`src/rtl/bank_map_pkg.sv`:
```
package bank_map_pkg;
  typedef struct packed {
    logic prom_en;  // bit 1
    logic bank;     // bit 0
  } sel_t;

  localparam sel_t SEL_RESET = '{prom_en: 1'b1, bank: 1'b0};
endpackage

```
`src/rtl/bank_sel_reg.sv`:
```
module bank_sel_reg
  import bank_map_pkg::*;
#(
  parameter logic [3:0] PORT_NIB = 4'h4
) (
  input  logic       clk_i,
  input  logic       rst_ni,
  input  logic       iorq_i,
  input  logic       wr_i,
  input  logic [3:0] port_nib_i,
  input  logic [1:0] sel_d_i,
  output sel_t       sel_o
);
  logic hit;
  sel_t sel_q;

  assign hit = iorq_i & wr_i & (port_nib_i == PORT_NIB);

  always_ff @(posedge clk_i or negedge rst_ni) begin
    if (!rst_ni)  sel_q <= SEL_RESET;
    else if (hit) sel_q <= sel_t'(sel_d_i);
  end

  assign sel_o = sel_q;

  AST_SEL_LOAD: assert property (@(posedge clk_i) disable iff (!rst_ni)
    hit |=> sel_q == sel_t'($past(sel_d_i)));
  AST_SEL_HOLD: assert property (@(posedge clk_i) disable iff (!rst_ni)
    !hit |=> $stable(sel_q));
endmodule

```
`src/rtl/bank_addr_decode.sv`:
```
module bank_addr_decode
  import bank_map_pkg::*;
#(
  parameter int ADDR_W    = 16,
  parameter int PROM_KB   = 8,
  parameter int COMMON_KB = 4
) (
  input  logic [ADDR_W-1:0] addr_i,
  input  logic              mreq_i,
  input  logic              iorq_i,
  input  logic              rd_i,
  input  logic              wr_i,
  input  sel_t              sel_i,
  output logic              ram_ce_o,
  output logic              ram_bank_o,
  output logic              prom_ce_o
);
  localparam int PROM_AW   = $clog2(PROM_KB * 1024);
  localparam int COMMON_AW = $clog2(COMMON_KB * 1024);

  logic in_prom_win, in_common, access, prom_rd;

  // PROM window: all bits above the PROM size are zero
  generate
    if (PROM_AW >= ADDR_W) begin : g_prom_full
      assign in_prom_win = 1'b1;
    end else begin : g_prom_part
      assign in_prom_win = (addr_i[ADDR_W-1:PROM_AW] == '0);
    end
  endgenerate

  // Common window: all bits above the window size are one
  assign in_common = &addr_i[ADDR_W-1:COMMON_AW];

  assign access     = mreq_i & ~iorq_i & (rd_i ^ wr_i);
  assign prom_rd    = access & rd_i & sel_i.prom_en & in_prom_win;
  assign prom_ce_o  = prom_rd;
  assign ram_ce_o   = access & ~prom_rd;
  assign ram_bank_o = access & ~prom_rd & ~in_common & sel_i.bank;
endmodule

```
`src/rtl/bank_map_ctrl.sv`:
```
module bank_map_ctrl
  import bank_map_pkg::*;
#(
  parameter int         ADDR_W    = 16,
  parameter int         PROM_KB   = 8,
  parameter int         COMMON_KB = 4,
  parameter logic [3:0] PORT_NIB  = 4'h4
) (
  input  logic              clk_i,
  input  logic              rst_ni,
  input  logic [ADDR_W-1:0] addr_i,
  input  logic              mreq_i,
  input  logic              iorq_i,
  input  logic              rd_i,
  input  logic              wr_i,
  input  logic [1:0]        sel_d_i,
  output logic              ram_ce_o,
  output logic              ram_bank_o,
  output logic              prom_ce_o
);
  sel_t sel;

  bank_sel_reg #(.PORT_NIB(PORT_NIB)) u_sel (
    .clk_i      (clk_i),
    .rst_ni     (rst_ni),
    .iorq_i     (iorq_i),
    .wr_i       (wr_i),
    .port_nib_i (addr_i[7:4]),
    .sel_d_i    (sel_d_i),
    .sel_o      (sel)
  );

  bank_addr_decode #(
    .ADDR_W   (ADDR_W),
    .PROM_KB  (PROM_KB),
    .COMMON_KB(COMMON_KB)
  ) u_dec (
    .addr_i    (addr_i),
    .mreq_i    (mreq_i),
    .iorq_i    (iorq_i),
    .rd_i      (rd_i),
    .wr_i      (wr_i),
    .sel_i     (sel),
    .ram_ce_o  (ram_ce_o),
    .ram_bank_o(ram_bank_o),
    .prom_ce_o (prom_ce_o)
  );

  AST_IO_QUIET: assert property (@(posedge clk_i) disable iff (!rst_ni)
    iorq_i |-> !ram_ce_o && !prom_ce_o);
  AST_ONE_CE: assert property (@(posedge clk_i) disable iff (!rst_ni)
    $onehot0({ram_ce_o, prom_ce_o}));
  AST_PROM_RD_ONLY: assert property (@(posedge clk_i) disable iff (!rst_ni)
    prom_ce_o |-> rd_i && !wr_i && mreq_i);
  AST_WR_TO_RAM: assert property (@(posedge clk_i) disable iff (!rst_ni)
    (mreq_i && !iorq_i && wr_i && !rd_i) |-> ram_ce_o);
  AST_BANK_WITH_CE: assert property (@(posedge clk_i) disable iff (!rst_ni)
    ram_bank_o |-> ram_ce_o);
endmodule

```
`config.mk`:
```
export PLATFORM = sky130hd
export DESIGN_NAME = bank_map_ctrl
export DESIGN_NICKNAME = d
export VERILOG_FILES = /design/src/rtl/bank_map_pkg.sv /design/src/rtl/bank_sel_reg.sv /design/src/rtl/bank_addr_decode.sv /design/src/rtl/bank_map_ctrl.sv
export SDC_FILE = /design/constraint.sdc
export NUM_CORES = 1
export LEC_CHECK = 0
export BUFFER_PORTS_ARGS = -buffer_cell sky130_fd_sc_hd__buf_2
export CAP_MARGIN = 5
export CORE_AREA = 2 2 39 41
export DETAILED_ROUTE_END_ITERATION = 8
export DIE_AREA = 0 0 41 43
export GPL_ROUTABILITY_DRIVEN = 0
export MAX_ROUTING_LAYER = met4
export SLEW_MARGIN = 30
export SYNTH_ARGS = -nofsm -noshare
export SYNTH_HDL_FRONTEND = slang
export SYNTH_HIERARCHICAL = 1
export SYNTH_SLANG_ARGS = --single-unit
```
`constraint.sdc`:
```
create_clock -name clk_i -period 1.25 [get_ports clk_i]
set_clock_uncertainty 0.1 [all_clocks]
set_input_delay 0.0625 -clock clk_i [delete_from_list [all_inputs] [get_ports clk_i]]
set_output_delay 0.0625 -clock clk_i [all_outputs]
set_load 0.05 [all_outputs]
```
==> impl_metrics.yaml, run 1 <==
outcome:
  status: "finished, violations left"
  violations: "negative setup slack"
logic_synthesis:
  syn-num-nets: 38
  synth_edf_count: 0
  synth.distinct_cells: 13
  ys.flop_type: "dfstp_2"
  synth-seq-area-share: 0.3106
  yosysTopAreaCell: "dfstp_2"
  synth-async-reset-ratio: 1.000
  yosys_warnings: 6
  yosysMostFrequentCell: "mux2_2"
  synth-seq-cells: 2
  syn_area_um2: 165.2
  synthCells: 14
  synth_top_area_frac: 0.1591
  syn_area_per_cell_um2: 11.80
  synthTopCellsByArea: "dfstp_2, dfrtp_1, nor4b_4, mux2_2, a211oi_2"
worst_setup_path:
  rr_endpoint: "u_sel/sel_o[0]"
  rrSetupSlack_ns: 0.41
  timing.rr.start: "u_sel/sel_o[0]"
  endpoint_kind: "output port"
  cp.arrival_ns: 1.45
  worstSetupEndpoint: "ram_bank_o"
  critical_path_required_ns: 1.09
  cp-startpoint: "u_sel/sel_o[1]"
  path_max_fanout: 2
  worst_setup_path_start_kind: "flip-flop"
  path_class: "flip-flop to output port"
  r2r_cells: 1
floorplan:
  die_y_um: 43
  rows: 14
  start_util: 0.1193
  die_w_um: 41
  die_area_um2: 1763
  pin_count: 27
  core_um2: 1384
job:
  maxCapViolCount: 0
place:
  dpl_worst_slack_ns: -0.2036
  port_buffers: 18
  placed_cell_area_um2: 321.6
cts:
  clk_pin_slew_ns: 0.04
  cts_setup_buffers: 0
  cts.sinks: 2
  cts_buffers: 3
  htree_num_levels: 1
  clockRootBuffer: "clkbuf_4"
  clk_path_buf_depth: 2
  insertion_delay_ns: 0.22
  cts_tree: "built"
grt:
  grt_pass1_vias: 226
  grt_pass1_wl_um: 855
  antenna_found_initial: 0
  track_usage: 0.08239
  overflow: 0
  grt_max_degree: 4
power:
  max-vdd-ir-drop_mv: 0.3390
  power.density_nw_per_um2: 881.2
  leakage_nw: 0.1812
  power_mw: 0.3528
route:
  vias_per_cell: 3.931
  antenna_left: 0
  vias: 228
  dr.pass1.iters: 2
  drt_wl_total_um: 575
  routedWlPerCell_um: 9.914
  drt_iter0_markers: 2
  drc_errors: 0
sta:
  fin_crit_sh: 1.290
  grt_setup_unrepaired: "true"
  fin_ws_ns: -0.3624
  finalHoldViolCount: 0
  max_freq_mhz: 620.2
  totalNegativeSetupSlack_ns: -0.9294
  tightest_slew_ns: 0.3221
  drv_slew: 0
  finalSetupViolCount: 3
  maxSlewHeadroom: 0.7837
  final.min_clock_period_ns: 1.612
layout:
  drive_above_1_share: 0.7619
  final_cell_area_um2: 400.4
  areaGrowthSynthToFinish_pct: 142.4
  nets: 67
  fillerInstances: 149
  num_antenna_cells: 0
  fin_util: 0.2893
  largest_reg_flops: 2
worst_hold_path:
  worstHoldPathType: "input pin to async pin"
[timing repair]
action                     in CTS  in global routing
pin swaps                       1                  0
resized for setup               5                  3
setup endpoints to repair       3                  3
hold endpoints to repair        4                  0
hold buffers                    3                  0
[where the power goes]
part,internal [mW],switching [mW]
sequential,0.0823,0.00584
combinational,0.0600,0.0458
clock,0.119,0.0402
[metrics by stage]
stage	cells	hold WS (ns)
after global placement	51	-0.2479
final	58	0.04928
after global routing	58	0.05833
after CTS	58	0.03606
after detailed placement	51	-0.2465
after floorplan	14	-0.3331
[final cells by class]
class,instances,area (um^2),area share
well taps,16,20.02,0.05000
clock buffers,4,26.28,0.06563
multi-input cells,12,137.6,0.3438
repair buffers,24,165.2,0.4125
flip-flops and latches,2,51.30,0.1281
[placed cells by master, fill, tap and decap left out, drive strengths merged]
master / count
a211oi: 1
and3: 1
buf: 21
clkbuf: 4
dfrtp: 1
dfstp: 1
dlygate4sd3: 3
mux2: 2
nand2: 1
nand2b: 1
nand4: 1
nand4b: 1
nor3: 2
nor4b: 1
xnor2: 1
[worst min-delay path by stage]
stage                           endpoint  depth (start not counted)  slack (ns)   start
after detailed placement  u_sel/sel_o[0]                          1       -0.25  rst_ni
after floorplan           u_sel/sel_o[0]                          0       -0.33  rst_ni
after global placement    u_sel/sel_o[0]                          1       -0.25  rst_ni
after global routing      u_sel/sel_o[0]                          2        0.06  rst_ni
after CTS                 u_sel/sel_o[0]                          2        0.04  rst_ni
final                     u_sel/sel_o[0]                          2        0.05  rst_ni
[worst max-delay path, cell delays in order, from the launching register on]
cell	delay [ns]
dfstp_2	0.51
nor4b_4	0.20
buf_4	0.16
a211oi_4	0.06
and3_4	0.16
buf_8	0.14
[kinds of logic after synthesis]
group,synth area share
multiplexers,0.1364
XOR/XNOR,0.05304
flip-flops,0.3106
AO/OA/AOI/OAI,0.07575
AND/OR/NAND/NOR,0.4243
[metal layers]
metal / global-route usage / share of wire
met1: 0.1097 / 0.53
met2: 0.07813 / 0.32
met5: - / 0
met3: 0.07853 / 0.15
met4: 0.04000 / 0
No activity file was read; power rests on OpenSTA's default activity.
==> inputs of run 2 (changes only) <==
==> constraint.sdc (replaced) <==
create_clock -name clk_i -period 1.9 [get_ports clk_i]
set_clock_uncertainty 0.1 [all_clocks]
set_input_delay 0.095 -clock clk_i [delete_from_list [all_inputs] [get_ports clk_i]]
set_output_delay 0.095 -clock clk_i [all_outputs]
set_load 0.05 [all_outputs]
==> impl_metrics.yaml, run 2 (synthesis results as in run 1) <==
floorplan:
  core_um2: 1384
  die_area_um2: 1763
  start_util: 0.1193
  pin_count: 27
  die_w_um: 41
  rows: 14
  die_y_um: 43
sta:
  hold_slack_ns: 0.07316
  drv_slew: 0
  grt_setup_unrepaired: "false"
  max_freq_mhz: 553.5
  fin_crit_sh: 0.9509
  tightest_slew_ns: 0.3631
  finalSetupViolCount: 0
  fin_ws_ns: 0.09327
  final.min_clock_period_ns: 1.807
  totalNegativeSetupSlack_ns: 0
  finalHoldViolCount: 0
  maxSlewHeadroom: 0.7562
power:
  max-vdd-ir-drop_mv: 0.1698
  power_mw: 0.2239
  power.density_nw_per_um2: 650.6
  leakage_nw: 0.1576
worst_setup_path:
  path_class: "flip-flop to output port"
  cp_cell_sequence: "nor4b_4 -> nand2_1 -> nor3_2 -> buf_2"
  worst_setup_path_start_kind: "flip-flop"
  crit_family: "simple AND/OR/NAND/NOR gates"
  crit_slowest_cell: "dfstp_2"
  cp.arrival_ns: 1.61
  critical_path_required_ns: 1.70
  path_max_fanout: 2
  slowest_delay_ns: 0.52
  rrSetupSlack_ns: 1.06
  endpoint_kind: "output port"
  rr_endpoint: "u_sel/sel_o[0]"
  critPathBufInv: 1
  r2r_cells: 1
  timing.rr.start: "u_sel/sel_o[0]"
grt:
  grt_max_degree: 4
  grt_pass1_wl_um: 841
  antenna_found_initial: 0
  grt_pass1_vias: 214
  overflow: 0
  track_usage: 0.08848
cts:
  clk_path_buf_depth: 2
  clk_pin_slew_ns: 0.04
  insertion_delay_ns: 0.23
  cts.sinks: 2
  clockRootBuffer: "clkbuf_4"
  cts_buffers: 3
  htree_num_levels: 1
  cts_tree: "built"
  cts_setup_buffers: 0
place:
  placed_cell_area_um2: 287.8
  dpl_worst_slack_ns: 0.3202
  port_buffers: 18
layout:
  layout_common_cells: "buf_2, clkbuf_4, dlygate4sd3_1, nor3_2, mux2_2"
  final_cell_area_um2: 344.1
  final_common_cell: "buf_2"
  nets: 64
  areaGrowthSynthToFinish_pct: 108.3
  drive_above_1_share: 0.7179
  num_antenna_cells: 0
  largest_reg_flops: 2
route:
  dr.pass1.iters: 2
  routedWlPerCell_um: 10.35
  drc_errors: 0
  vias: 214
  antenna_left: 0
  drt_wl_total_um: 569
  vias_per_cell: 3.891
  drt_iter0_markers: 2
outcome:
  status: "finished, final reports clean"
job:
  maxCapViolCount: 0
worst_hold_path:
  worstHoldPathType: "input pin to async pin"
==> run 2: cell types whose count changed in the layout (fill, tap and decap cells not counted), sizes merged <==
cell and change:
buf -3
==> run 2: where the power goes <==
group	leakage (nW)	internal, mW	switching, mW
combinational	0.119	0.0311	0.0270
sequential	0.0232	0.0541	0.00352
clock	0.0150	0.0784	0.0297
total	0.158	0.164	0.0602
==> run 2: layout make-up <==
class                   count  area, um^2
flip-flops and latches      2       51.30
well taps                  16       20.02
multi-input cells          12       126.4
fillers                   161        1040
clock buffers               4       26.28
repair buffers             21       120.1
==> run 2: metrics by stage <==
stage	utilization	cells
CTS	0.2486	55
floorplan	-	14
global placement	0.2080	48
finish	0.2486	55
detailed placement	0.2080	48
global route	0.2486	55
==> run 2: worst max path at each step <==
stage / depth (start not counted) / end / slack, ns / start
floorplan: 3 / ram_bank_o / 0.11 / u_sel/sel_o[1]
CTS: 4 / prom_ce_o / 0.07 / u_sel/sel_o[1]
global placement: 4 / prom_ce_o / 0.35 / u_sel/sel_o[1]
detailed placement: 4 / prom_ce_o / 0.32 / u_sel/sel_o[1]
global route: 4 / prom_ce_o / 0.01 / u_sel/sel_o[1]
finish: 4 / prom_ce_o / 0.09 / u_sel/sel_o[1]
==> run 2: routing by layer <==
layer  vias to the layer above  track usage  part of all wire
met5                         -            -                 0
met3                         2      0.06806              0.19
met2                        21      0.07500              0.30
met4                         0       0.1000             0.026
li1                        103            -                 -
met1                        88       0.1093              0.49
==> run 2: what timing repair did <==
| action | in CTS | in global routing |
|---|---|---|
| resized for setup | 0 | 0 |
| endpoints found under the hold margin | 4 | 0 |
| hold buffers | 3 | 0 |
